File: config.mk
export PLATFORM = sky130hd
export DESIGN_NAME = cordic_unified
export DESIGN_NICKNAME = d
export VERILOG_FILES = /design/src/rtl/cordic_pkg.sv /design/src/rtl/cordic_ashr.sv /design/src/rtl/cordic_angle_rom.sv /design/src/rtl/cordic_iter.sv /design/src/rtl/cordic_seq.sv /design/src/rtl/cordic_unified.sv
export SDC_FILE = /design/constraint.sdc
export NUM_CORES = 1
export LEC_CHECK = 0
export ABC_AREA = 1
export BUFFER_PORTS_ARGS = -buffer_cell sky130_fd_sc_hd__buf_2
export CORE_AREA = 2 2 140 128
export CTS_BUF_LIST = sky130_fd_sc_hd__clkbuf_8
export DETAILED_ROUTE_END_ITERATION = 16
export DIE_AREA = 0 0 142 130
export GPL_ROUTABILITY_DRIVEN = 0
export PLACE_DENSITY = 0.82
export SYNTH_ARGS = -nofsm -noshare
export SYNTH_HDL_FRONTEND = slang
export SYNTH_HIERARCHICAL = 1
export SYNTH_SLANG_ARGS = --single-unit
export TNS_END_PERCENT = 30
File: constraint.sdc
create_clock -name clk -period 7.25 [get_ports clk]
set_input_delay 2.175 -clock clk [delete_from_list [all_inputs] [get_ports clk]]
set_output_delay 2.175 -clock clk [all_outputs]
set_load 0.01 [all_outputs]
File: src/rtl/cordic_pkg.sv
package cordic_pkg;

    typedef enum logic [1:0] {
        SYS_CIRC = 2'b00,
        SYS_LIN  = 2'b01,
        SYS_HYP  = 2'b10
    } coord_e;

    typedef enum logic [1:0] {
        ST_IDLE = 2'b00,
        ST_ITER = 2'b01,
        ST_FIN  = 2'b10
    } phase_e;

    // fraction bits at which the elementary angle tables are written
    localparam int TBL_FRAC = 13;

endpackage

File: src/rtl/cordic_ashr.sv
// Logarithmic arithmetic right shifter: one mux rank per shift-amount bit.
module cordic_ashr #(
    parameter int WIDTH = 16,
    parameter int SW    = 4
) (
    input  logic signed [WIDTH-1:0] din,
    input  logic        [SW-1:0]    sh,
    output logic signed [WIDTH-1:0] dout
);
    logic signed [WIDTH-1:0] stg [SW+1];

    assign stg[0] = din;

    for (genvar k = 0; k < SW; k++) begin : g_rank
        assign stg[k+1] = sh[k] ? (stg[k] >>> (2**k)) : stg[k];
    end

    assign dout = stg[SW];
endmodule

File: src/rtl/cordic_angle_rom.sv
// Elementary angle per step index, for the selected coordinate system.
module cordic_angle_rom
    import cordic_pkg::*;
#(
    parameter int WIDTH = 16,
    parameter int IDXW  = 4
) (
    input  coord_e                  sys,
    input  logic        [IDXW-1:0]  idx,
    output logic signed [WIDTH-1:0] angle
);
    localparam int FRAC = WIDTH - 3;

    // round(2^13 * atan(2^-i)), i = 0..15
    localparam int CIRC_T [16] = '{6434, 3798, 2007, 1019, 511, 256, 128, 64,
                                   32, 16, 8, 4, 2, 1, 0, 0};
    // round(2^13 * atanh(2^-i)), i = 1..15 (entry 0 unused)
    localparam int HYP_T  [16] = '{0, 4500, 2092, 1029, 513, 256, 128, 64,
                                   32, 16, 8, 4, 2, 1, 0, 0};

    int raw;

    always_comb begin
        unique case (sys)
            SYS_LIN: raw = (1 << TBL_FRAC) >>> idx;
            SYS_HYP: raw = HYP_T[idx];
            default: raw = CIRC_T[idx];
        endcase
        if (FRAC >= TBL_FRAC) begin
            angle = WIDTH'(raw <<< (FRAC - TBL_FRAC));
        end else begin
            angle = WIDTH'(raw >>> (TBL_FRAC - FRAC));
        end
    end
endmodule

File: src/rtl/cordic_iter.sv
// One unified iteration: shifted cross terms, direction decision, three add/subs.
module cordic_iter
    import cordic_pkg::*;
#(
    parameter int WIDTH = 16,
    parameter int IDXW  = 4
) (
    input  logic signed [WIDTH-1:0] x,
    input  logic signed [WIDTH-1:0] y,
    input  logic signed [WIDTH-1:0] z,
    input  logic signed [WIDTH-1:0] angle,
    input  logic        [IDXW-1:0]  idx,
    input  coord_e                  sys,
    input  logic                    vec,
    output logic signed [WIDTH-1:0] xo,
    output logic signed [WIDTH-1:0] yo,
    output logic signed [WIDTH-1:0] zo
);
    logic signed [WIDTH-1:0] x_sh, y_sh;
    logic                    d_pos;   // 1 selects d = +1

    cordic_ashr #(.WIDTH(WIDTH), .SW(IDXW)) u_shx (.din(x), .sh(idx), .dout(x_sh));
    cordic_ashr #(.WIDTH(WIDTH), .SW(IDXW)) u_shy (.din(y), .sh(idx), .dout(y_sh));

    // vectoring chases y to zero, rotation chases z to zero
    assign d_pos = vec ? y[WIDTH-1] : ~z[WIDTH-1];

    always_comb begin
        yo = d_pos ? (y + x_sh) : (y - x_sh);
        zo = d_pos ? (z - angle) : (z + angle);
        unique case (sys)
            SYS_LIN: xo = x;
            SYS_HYP: xo = d_pos ? (x + y_sh) : (x - y_sh);
            default: xo = d_pos ? (x - y_sh) : (x + y_sh);
        endcase
    end
endmodule

File: src/rtl/cordic_seq.sv
// Step controller: IDLE -> ITER -> FIN, index stepping with hyperbolic repeats.
module cordic_seq
    import cordic_pkg::*;
#(
    parameter int ITERS = 14,
    parameter int IDXW  = 4
) (
    input  logic            clk,
    input  logic            rst_n,
    input  logic            start,
    input  logic [1:0]      coord,
    output logic            load,
    output logic            step,
    output logic            busy,
    output logic            done,
    output logic [IDXW-1:0] idx,
    output coord_e          sys
);
    localparam int              RPW       = IDXW + 3;
    localparam logic [IDXW-1:0] LAST_IDX  = IDXW'(ITERS - 1);
    localparam logic [RPW-1:0]  FIRST_REP = RPW'(4);

    phase_e          st_q, st_d;
    logic [IDXW-1:0] idx_q;
    logic [RPW-1:0]  rpt_q;      // next hyperbolic index to run twice
    logic            rdone_q;    // current index already run once more
    coord_e          sys_q, sys_in;
    logic            rep_now, last;

    always_comb begin
        unique case (coord)
            2'b01:   sys_in = SYS_LIN;
            2'b10:   sys_in = SYS_HYP;
            default: sys_in = SYS_CIRC;
        endcase
    end

    assign rep_now = (sys_q == SYS_HYP) && ({{(RPW-IDXW){1'b0}}, idx_q} == rpt_q) && !rdone_q;
    assign last    = (idx_q == LAST_IDX) && !rep_now;

    // next state
    always_comb begin
        st_d = st_q;
        unique case (st_q)
            ST_IDLE: if (start) st_d = ST_ITER;     // START_ACCEPT
            ST_ITER: if (last)  st_d = ST_FIN;      // LAST_STEP, else STEP
            ST_FIN:             st_d = ST_IDLE;     // RETIRE
            default:            st_d = ST_IDLE;
        endcase
    end

    // state register
    always_ff @(posedge clk) begin
        if (!rst_n) st_q <= ST_IDLE;
        else        st_q <= st_d;
    end

    // step bookkeeping
    always_ff @(posedge clk) begin
        if (!rst_n) begin
            idx_q   <= '0;
            rpt_q   <= FIRST_REP;
            rdone_q <= 1'b0;
            sys_q   <= SYS_CIRC;
        end else if (st_q == ST_IDLE && start) begin
            sys_q   <= sys_in;
            idx_q   <= (sys_in == SYS_HYP) ? IDXW'(1) : '0;
            rpt_q   <= FIRST_REP;
            rdone_q <= 1'b0;
        end else if (st_q == ST_ITER && !last) begin
            if (rep_now) begin
                rdone_q <= 1'b1;
            end else begin
                idx_q   <= idx_q + IDXW'(1);
                rdone_q <= 1'b0;
                if (rdone_q) rpt_q <= rpt_q + {rpt_q[RPW-2:0], 1'b0} + RPW'(1);
            end
        end
    end

    // outputs
    always_comb begin
        load = (st_q == ST_IDLE) && start;
        step = (st_q == ST_ITER);
        busy = (st_q == ST_ITER);
        done = (st_q == ST_FIN);
        idx  = idx_q;
        sys  = sys_q;
    end
endmodule

File: src/rtl/cordic_unified.sv
module cordic_unified
    import cordic_pkg::*;
#(
    parameter int WIDTH = 16,
    parameter int ITERS = 14     // at most 16 (table depth)
) (
    input  logic                    clk,
    input  logic                    rst_n,
    input  logic                    start,
    input  logic [1:0]              coord,
    input  logic                    vec_mode,
    input  logic signed [WIDTH-1:0] x0,
    input  logic signed [WIDTH-1:0] y0,
    input  logic signed [WIDTH-1:0] z0,
    output logic                    done,
    output logic signed [WIDTH-1:0] xn,
    output logic signed [WIDTH-1:0] yn,
    output logic signed [WIDTH-1:0] zn
);
    localparam int IDXW = (ITERS > 1) ? $clog2(ITERS) : 1;

    logic                    seq_load, seq_step, seq_busy, seq_done;
    logic [IDXW-1:0]         idx_w;
    coord_e                  sys_e;
    logic [1:0]              sys_w;
    logic                    vec_q;
    logic signed [WIDTH-1:0] x_q, y_q, z_q, x_nx, y_nx, z_nx, ang;

    assign sys_w = sys_e;

    cordic_seq #(.ITERS(ITERS), .IDXW(IDXW)) u_seq (
        .clk(clk), .rst_n(rst_n), .start(start), .coord(coord),
        .load(seq_load), .step(seq_step), .busy(seq_busy), .done(seq_done),
        .idx(idx_w), .sys(sys_e)
    );

    cordic_angle_rom #(.WIDTH(WIDTH), .IDXW(IDXW)) u_rom (
        .sys(sys_e), .idx(idx_w), .angle(ang)
    );

    cordic_iter #(.WIDTH(WIDTH), .IDXW(IDXW)) u_iter (
        .x(x_q), .y(y_q), .z(z_q), .angle(ang), .idx(idx_w),
        .sys(sys_e), .vec(vec_q), .xo(x_nx), .yo(y_nx), .zo(z_nx)
    );

    always_ff @(posedge clk) begin
        if (!rst_n) begin
            x_q   <= '0;
            y_q   <= '0;
            z_q   <= '0;
            vec_q <= 1'b0;
        end else if (seq_load) begin
            x_q   <= x0;
            y_q   <= y0;
            z_q   <= z0;
            vec_q <= vec_mode;
        end else if (seq_step) begin
            x_q <= x_nx;
            y_q <= y_nx;
            z_q <= z_nx;
        end
    end

    assign done = seq_done;
    assign xn   = x_q;
    assign yn   = y_q;
    assign zn   = z_q;
endmodule

After elaboration in Yosys (flattened, before gate mapping)
Memories as Yosys holds them, arrays and structs flattened.
Cells that the tools add are included.
{ "op_classes": {"n_eq_ne": 13, "n_addsub": 9, "n_reduce_logical": 16, "bitwise": 4, "order_cmp": 1, "shifts": 1, "muxes": 34} }
{ "ops": {"columns": ["operator", "count"], "rows": [
  ["two-way mux 16 bit", 14],
  ["two-way mux 15 bit", 8],
  ["one-hot mux 16 bit (2 select lines)", 2],
  ["adder 16 bit", 3],
  ["subtractor 16 bit", 3],
  [">>> shifter 15 x 4 -> 16 bit, first input constant", 1],
  ["two-way mux 4 bit", 3],
  ["equality test 2 bit, second input constant", 4],
  ["one-hot mux 2 bit (2 select lines)", 2],
  ["adder 7 x 1 -> 7 bit, second input constant", 1],
  ["adder 7 bit", 1],
  ["equality test 4 x 7 -> 1 bit", 1],
  ["equality test 2 x 1 -> 1 bit, second input constant", 3],
  ["inequality test 2 bit, second input constant", 3],
  ["AND reduction 2 bit", 3],
  [">= comparator 5 bit, second input constant", 1],
  ["logical AND 1 bit", 5],
  ["inverter 4 -> 5 bit", 1],
  ["adder 4 x 1 -> 4 bit, second input constant", 1],
  ["equality test 4 bit, second input constant", 1],
  ["two-way mux 2 bit", 2],
  ["nonzero test 2 bit", 2],
  ["zero test 1 bit", 3],
  ["two-way mux 1 bit", 3],
  ["5 further kinds", 7]
]} }
{ "word_totals": {"memories": 2, "out_inout_bits": 49, "mem_bits_ro": 1024, "ff_bits": 65} }
{ "mem_list": {"columns": ["memory", "words", "width", "rd", "rd_ports_with_merged_regs", "write_ports", "line", "rtl"], "rows": [
  ["(name not given)", 16, 32, 1, 0, 0, "cordic_angle_rom.sv:26", "SYS_HYP: raw = HYP_T[idx];"],
  ["(name not given)", 16, 32, 1, 0, 0, "cordic_angle_rom.sv:27", "default: raw = CIRC_T[idx];"]
]} }

Logic depth before layout (Yosys ltp)
{ "logic_depth": {"depth_word": 9, "ltp_mapped": 33, "depth_no_buf": 32} }

By module
The synthesis kept the hierarchy.
{ "modules_own_cells": {"columns": ["mod", "area_per_inst_um2", "seq_area_each_um2", "cells_each", "instances"], "rows": [
  ["cordic_iter", 4737.0, 0.0, 846, 1],
  ["cordic_unified", 2371.0, 980.9, 368, 1],
  ["cordic_ashr", 747.0, 0.0, 162, 2],
  ["cordic_seq", 1102.3, 320.3, 162, 1],
  ["cordic_angle_rom", 621.8, 0.0, 112, 1]
]} }

Worst setup path after synthesis
OpenSTA, ideal clock, no wires.
{ "synth_timing": {"path_type": "register to register", "start": "register u_seq.idx_q[1], in the netlist u_seq/idx[1]", "end": "register z_q[15], in the netlist zn[15]", "stages_incl_launch_ff": 32, "synth_period_minus_slack_ps": 3726, "slack_ps": 3524, "arrival_time_ps": 3616, "t_required_ps": 7140, "n_path_buf": 0, "path_cell_list": "dfxtp_1 inv_1 ha_1 ha_1 inv_1 nand2_1 nand2_1 nand2_1 nand2_1 nand2_1 inv_2 nand2_1 nor2_2 nand3_1 nor2_1 nand3_1 nand2_1 xor2_1 inv_1 ha_1 nand2_1 nand2_1 a31oi_1 nand3_1 nand2_1 inv_1 o21ai_0 nand2_1 nand3_1 nand3_1 nand2_1 inv_1"} }
{ "synth_between": {"elab_chain_len": 9} }
{ "synth_lines": {"columns": ["element", "line", "rtl"], "rows": [
  ["start, declared", "cordic_seq.sv:24", "logic [IDXW-1:0] idx_q;"],
  ["start signal, assigned", "cordic_seq.sv:67", "idx_q <= (sys_in == SYS_HYP) ? IDXW'(1) : '0;"],
  ["start signal, assigned", "cordic_seq.sv:74", "idx_q <= idx_q + IDXW'(1);"],
  ["inverter 4 -> 5 bit (not written as such)", "cordic_angle_rom.sv:26, cordic_angle_rom.sv:27", null],
  ["memory (16 x 32 bit) (on tied branches)", null, null],
  ["two-way mux 16 bit (on tied branches) (2 in series)", "cordic_angle_rom.sv:27, cordic_angle_rom.sv:26", null],
  ["one-hot mux 16 bit (2 select lines) *", "cordic_angle_rom.sv:24", "unique case (sys)"],
  ["net ang[3]", "cordic_unified.sv:27", "logic signed [WIDTH-1:0] x_q, y_q, z_q, x_nx, y_nx, z_nx, ang;"],
  ["adder 16 bit / subtractor 16 bit (equally long branches)", "cordic_iter.sv:30", "zo = d_pos ? (z - angle) : (z + angle);"],
  ["two-way mux 16 bit *", "cordic_iter.sv:30", null],
  ["net z_nx[15]", "cordic_unified.sv:27", null],
  ["two-way mux 16 bit *", "cordic_unified.sv:57", "end else if (seq_step) begin"],
  ["two-way mux 16 bit *", "cordic_unified.sv:52", "end else if (seq_load) begin"],
  ["end signal, assigned", "cordic_unified.sv:55", "z_q <= z0;"],
  ["end signal, assigned", "cordic_unified.sv:60", "z_q <= z_nx;"],
  ["end, declared", "cordic_unified.sv:27", null]
]} }
The timed path passes the listed nets; every way through them passes the cells marked *. The select of a mux whose other input is x is not followed.
A chain may end at the register's enable or synchronous reset.

Worst setup path in the final report
{ "layout_timing": {"start": "register u_seq.idx_q[0], in the netlist u_seq/idx[0]", "end": "register z_q[13], in the netlist zn[13]"} }
The elaborated chain is that of the path after synthesis.

==> impl_metrics.py <==
metrics = {
    "power_and_ir_drop": {
        "pwr_density_cell_nw_per_um2": 216,
        "peakVddDrop_mv": 0.165,
        "leakage_nw": 6.27,
    },
    "job": {
        "drv_cap": 0,
    },
    "placed_design": {
        "numPortBuffers": 102,
        "dpl.cell_count": 2070,
        "dpl.hpwl_um": 22600,
    },
    "drt": {
        "wl_per_cell_um": 14.4,
        "dr.pass1.iters": 6,
        "post-route-drc-count": 0,
        "vias": 11800,
        "ant_nets": 0,
        "routed_via_density": 5.64,
        "drt_iter0_drc": 1147,
        "routed_wl_um": 30000,
    },
    "timing": {
        "min_period_over_period_pct": 62.9,
        "setup_viol": 0,
        "fin_skew_ns": 0.0294,
        "final-hold-violation-count": 0,
        "rsz0062_at_grt": "false",
        "fin_crit_ns": 4.56,
        "fmaxAchievable_ghz": 0.219,
        "relSlewSlack_pct": 35.5,
        "maxSlewViolCount": 0,
        "tns_ns": 0,
        "worst_slew_pin_slew_ns": 0.968,
    },
    "critical_path": {
        "worst_path_max_delay_cell": "dfxtp_2",
        "cp.required_ns": 7.57,
        "r2r_cells": 30,
        "start_kind": "flip-flop",
        "crit_cells": 30,
        "crit_type": "reg -> reg",
        "arrival_ns": 4.88,
        "end_kind": "flip-flop",
        "cp_num_buf_inv": 5,
        "cp_max_fo": 48,
        "cpLargestDelayFamily": "simple AND/OR/NAND/NOR gates",
        "critPathMostFrequentCell": "nand2_1",
        "max_stage_delay_ns": 0.97,
    },
    "synth": {
        "yosys.cell_types.count": 48,
        "synthTopCellsByArea": "nand2_1 (24%), nand3_1 (14%), dfxtp_1 (13%)",
        "synth_ff_type": "dfxtp_1",
        "yosysMostFrequentCell": "nand2_1",
        "yosysSeqAreaShare_pct": 12.6,
        "netlist_area_um2": 10300,
        "synthCells": 1812,
        "ys_async_sr_fraction_pct": 0,
        "synth_common_cells": "nand2_1 (649), nand3_1 (281), inv_1 (236)",
        "synth-seq-cells": 65,
        "synth_top_cell_by_area": "nand2_1",
        "synth.top_cell.area_share_pct": 23.6,
        "syn_avg_cell_area_um2": 5.70,
        "yosys_warnings": 6,
        "synth_edf_count": 0,
    },
    "cts": {
        "cts_tree": "yes",
        "cts_sinks": 65,
        "cts_resized": 0,
        "root_buffer": "clkbuf_8",
        "cts_hold_buf": 0,
        "htree_levels": 3,
        "clk_latency_ns": 0.39,
        "cts_buffer_depth": 2,
        "numCtsBuffers": 9,
        "cts_setup_buffers": 0,
        "path_clk_slew_ns": 0.08,
    },
    "floorplan": {
        "core_um2": 17200,
        "io-pin-count": 103,
        "initial_core_util_pct": 60.0,
        "fp.dieW_um": 142,
        "dieArea_um2": 18500,
        "rows": 46,
        "die_h_um": 130,
    },
    "cells_and_area": {
        "final_nets": 2010,
        "n_antenna_cell": 0,
        "drive_above_1_share_pct": 11.6,
        "syn_to_final_growth_pct": 5.11,
        "final_cells": 2086,
        "fill_cells": 1691,
    },
    "grt": {
        "grt_util_all_layers_pct": 32.3,
        "grt_pass1_wl_um": 48800,
        "grt_pass1_vias": 10400,
        "antenna_found_initial": 0,
        "grt_max_degree": 59,
        "grt.overflow.total": 0,
    },
    "hold_path": {
        "hold_depth": 1,
        "hp-class": "reg -> reg",
    },
    "outcome": {
        "outcome": "finished, final reports clean",
    },
}
==> cells by family after synthesis <==
group / Yosys count / synth area share [%]
fa+ha+maj: 91 / 11.4
buf+inv: 321 / 14.3
other cells: 1 / 0.0363
compound gates: 141 / 8.07
xor+xnor: 69 / 5.85
simple gates: 1124 / 47.7
flops: 65 / 12.6
==> worst register-to-register path, delay by kind of cell, from the launching register on <==
| family | cells | cell delay, ns |
|---|---|---|
| buffers and inverters | 5 | 0.45 |
| and+or+nand+nor | 20 | 1.82 |
| DFF | 1 | 0.97 |
| xor gates and xnor gates | 2 | 0.34 |
| adders and majority gates | 3 | 0.96 |
==> per-layer routing <==
layer  wire length, um  track usage, %
met5                 0               0
met4               810            10.8
met3              2780            5.43
met2             13600            54.1
met1             12800            42.3
==> final cells by class <==
class	instances	area (um2)	share of cell area (%)
inverter	252	956	8.81
timing repair buffer	110	571	5.26
sequential	65	1300	12.0
tap	216	270	2.49
clock inverter	6	58.8	0.542
multi-input combinational	1427	7560	69.6
clock buffer	10	138	1.27
==> placed cells by master, fill, tap and decap left out, types with 14 or more instances in the layout <==
cell,netlist,routed
a21oi_1,60,60
buf_2,21,102
dfxtp_1,65,64
ha_1,86,86
inv_1,236,236
inv_2,13,14
nand2_1,649,649
nand2_2,20,20
nand3_1,281,281
nand3_2,19,19
nand4_1,20,20
nor2_1,96,95
o21ai_0,37,37
xnor2_1,17,17
xor2_1,52,52
==> power breakdown <==
part | total, W | switching, W | internal, W
clock network | 0.000334 | 0.000168 | 0.000166
logic | 0.00154 | 0.000993 | 0.000542
registers | 0.000474 | 0.0000802 | 0.000394
==> flip-flops by register name, summed over array words and instances, names as in the netlist <==
signal	cells
u_seq/sys	2
zn	16
vec_q	1
u_seq/rpt_q	7
yn	16
u_seq/st_q	2
u_seq/idx	4
u_seq/rdone_q	1
xn	16
==> path summary, 6_finish.rpt <==
kind / startpoint / slack, ns / endpoint
hold / removal: u_seq/st_q[1] / 0.52 / u_seq/st_q[1]
setup / recovery: u_seq/idx[0] / 2.69 / zn[13]
setup reg to reg: u_seq/idx[0] / 2.69 / zn[13]
hold reg to reg: u_seq/st_q[1] / 0.52 / u_seq/st_q[1]
==> metrics by stage <==
| stage | total power [W] | hold WS [ns] | area [um2] | setup WS (ns) | utilization, % |
|---|---|---|---|---|---|
| CTS | 0.00231 | 0.519 | 10900 | 2.81 | 63.1 |
| global route | 0.00255 | 0.539 | 10900 | 2.26 | 63.1 |
| finish | 0.00234 | 0.516 | 10900 | 2.69 | 63.1 |
| floorplan | 0.00167 | 0.424 | 10300 | 3.52 | - |
| detailed placement | 0.00196 | 0.509 | 10700 | 2.86 | 61.9 |
| global placement | 0.00194 | 0.496 | 10700 | 2.96 | 61.9 |
Note: power is estimated with default switching activity, not from simulation.
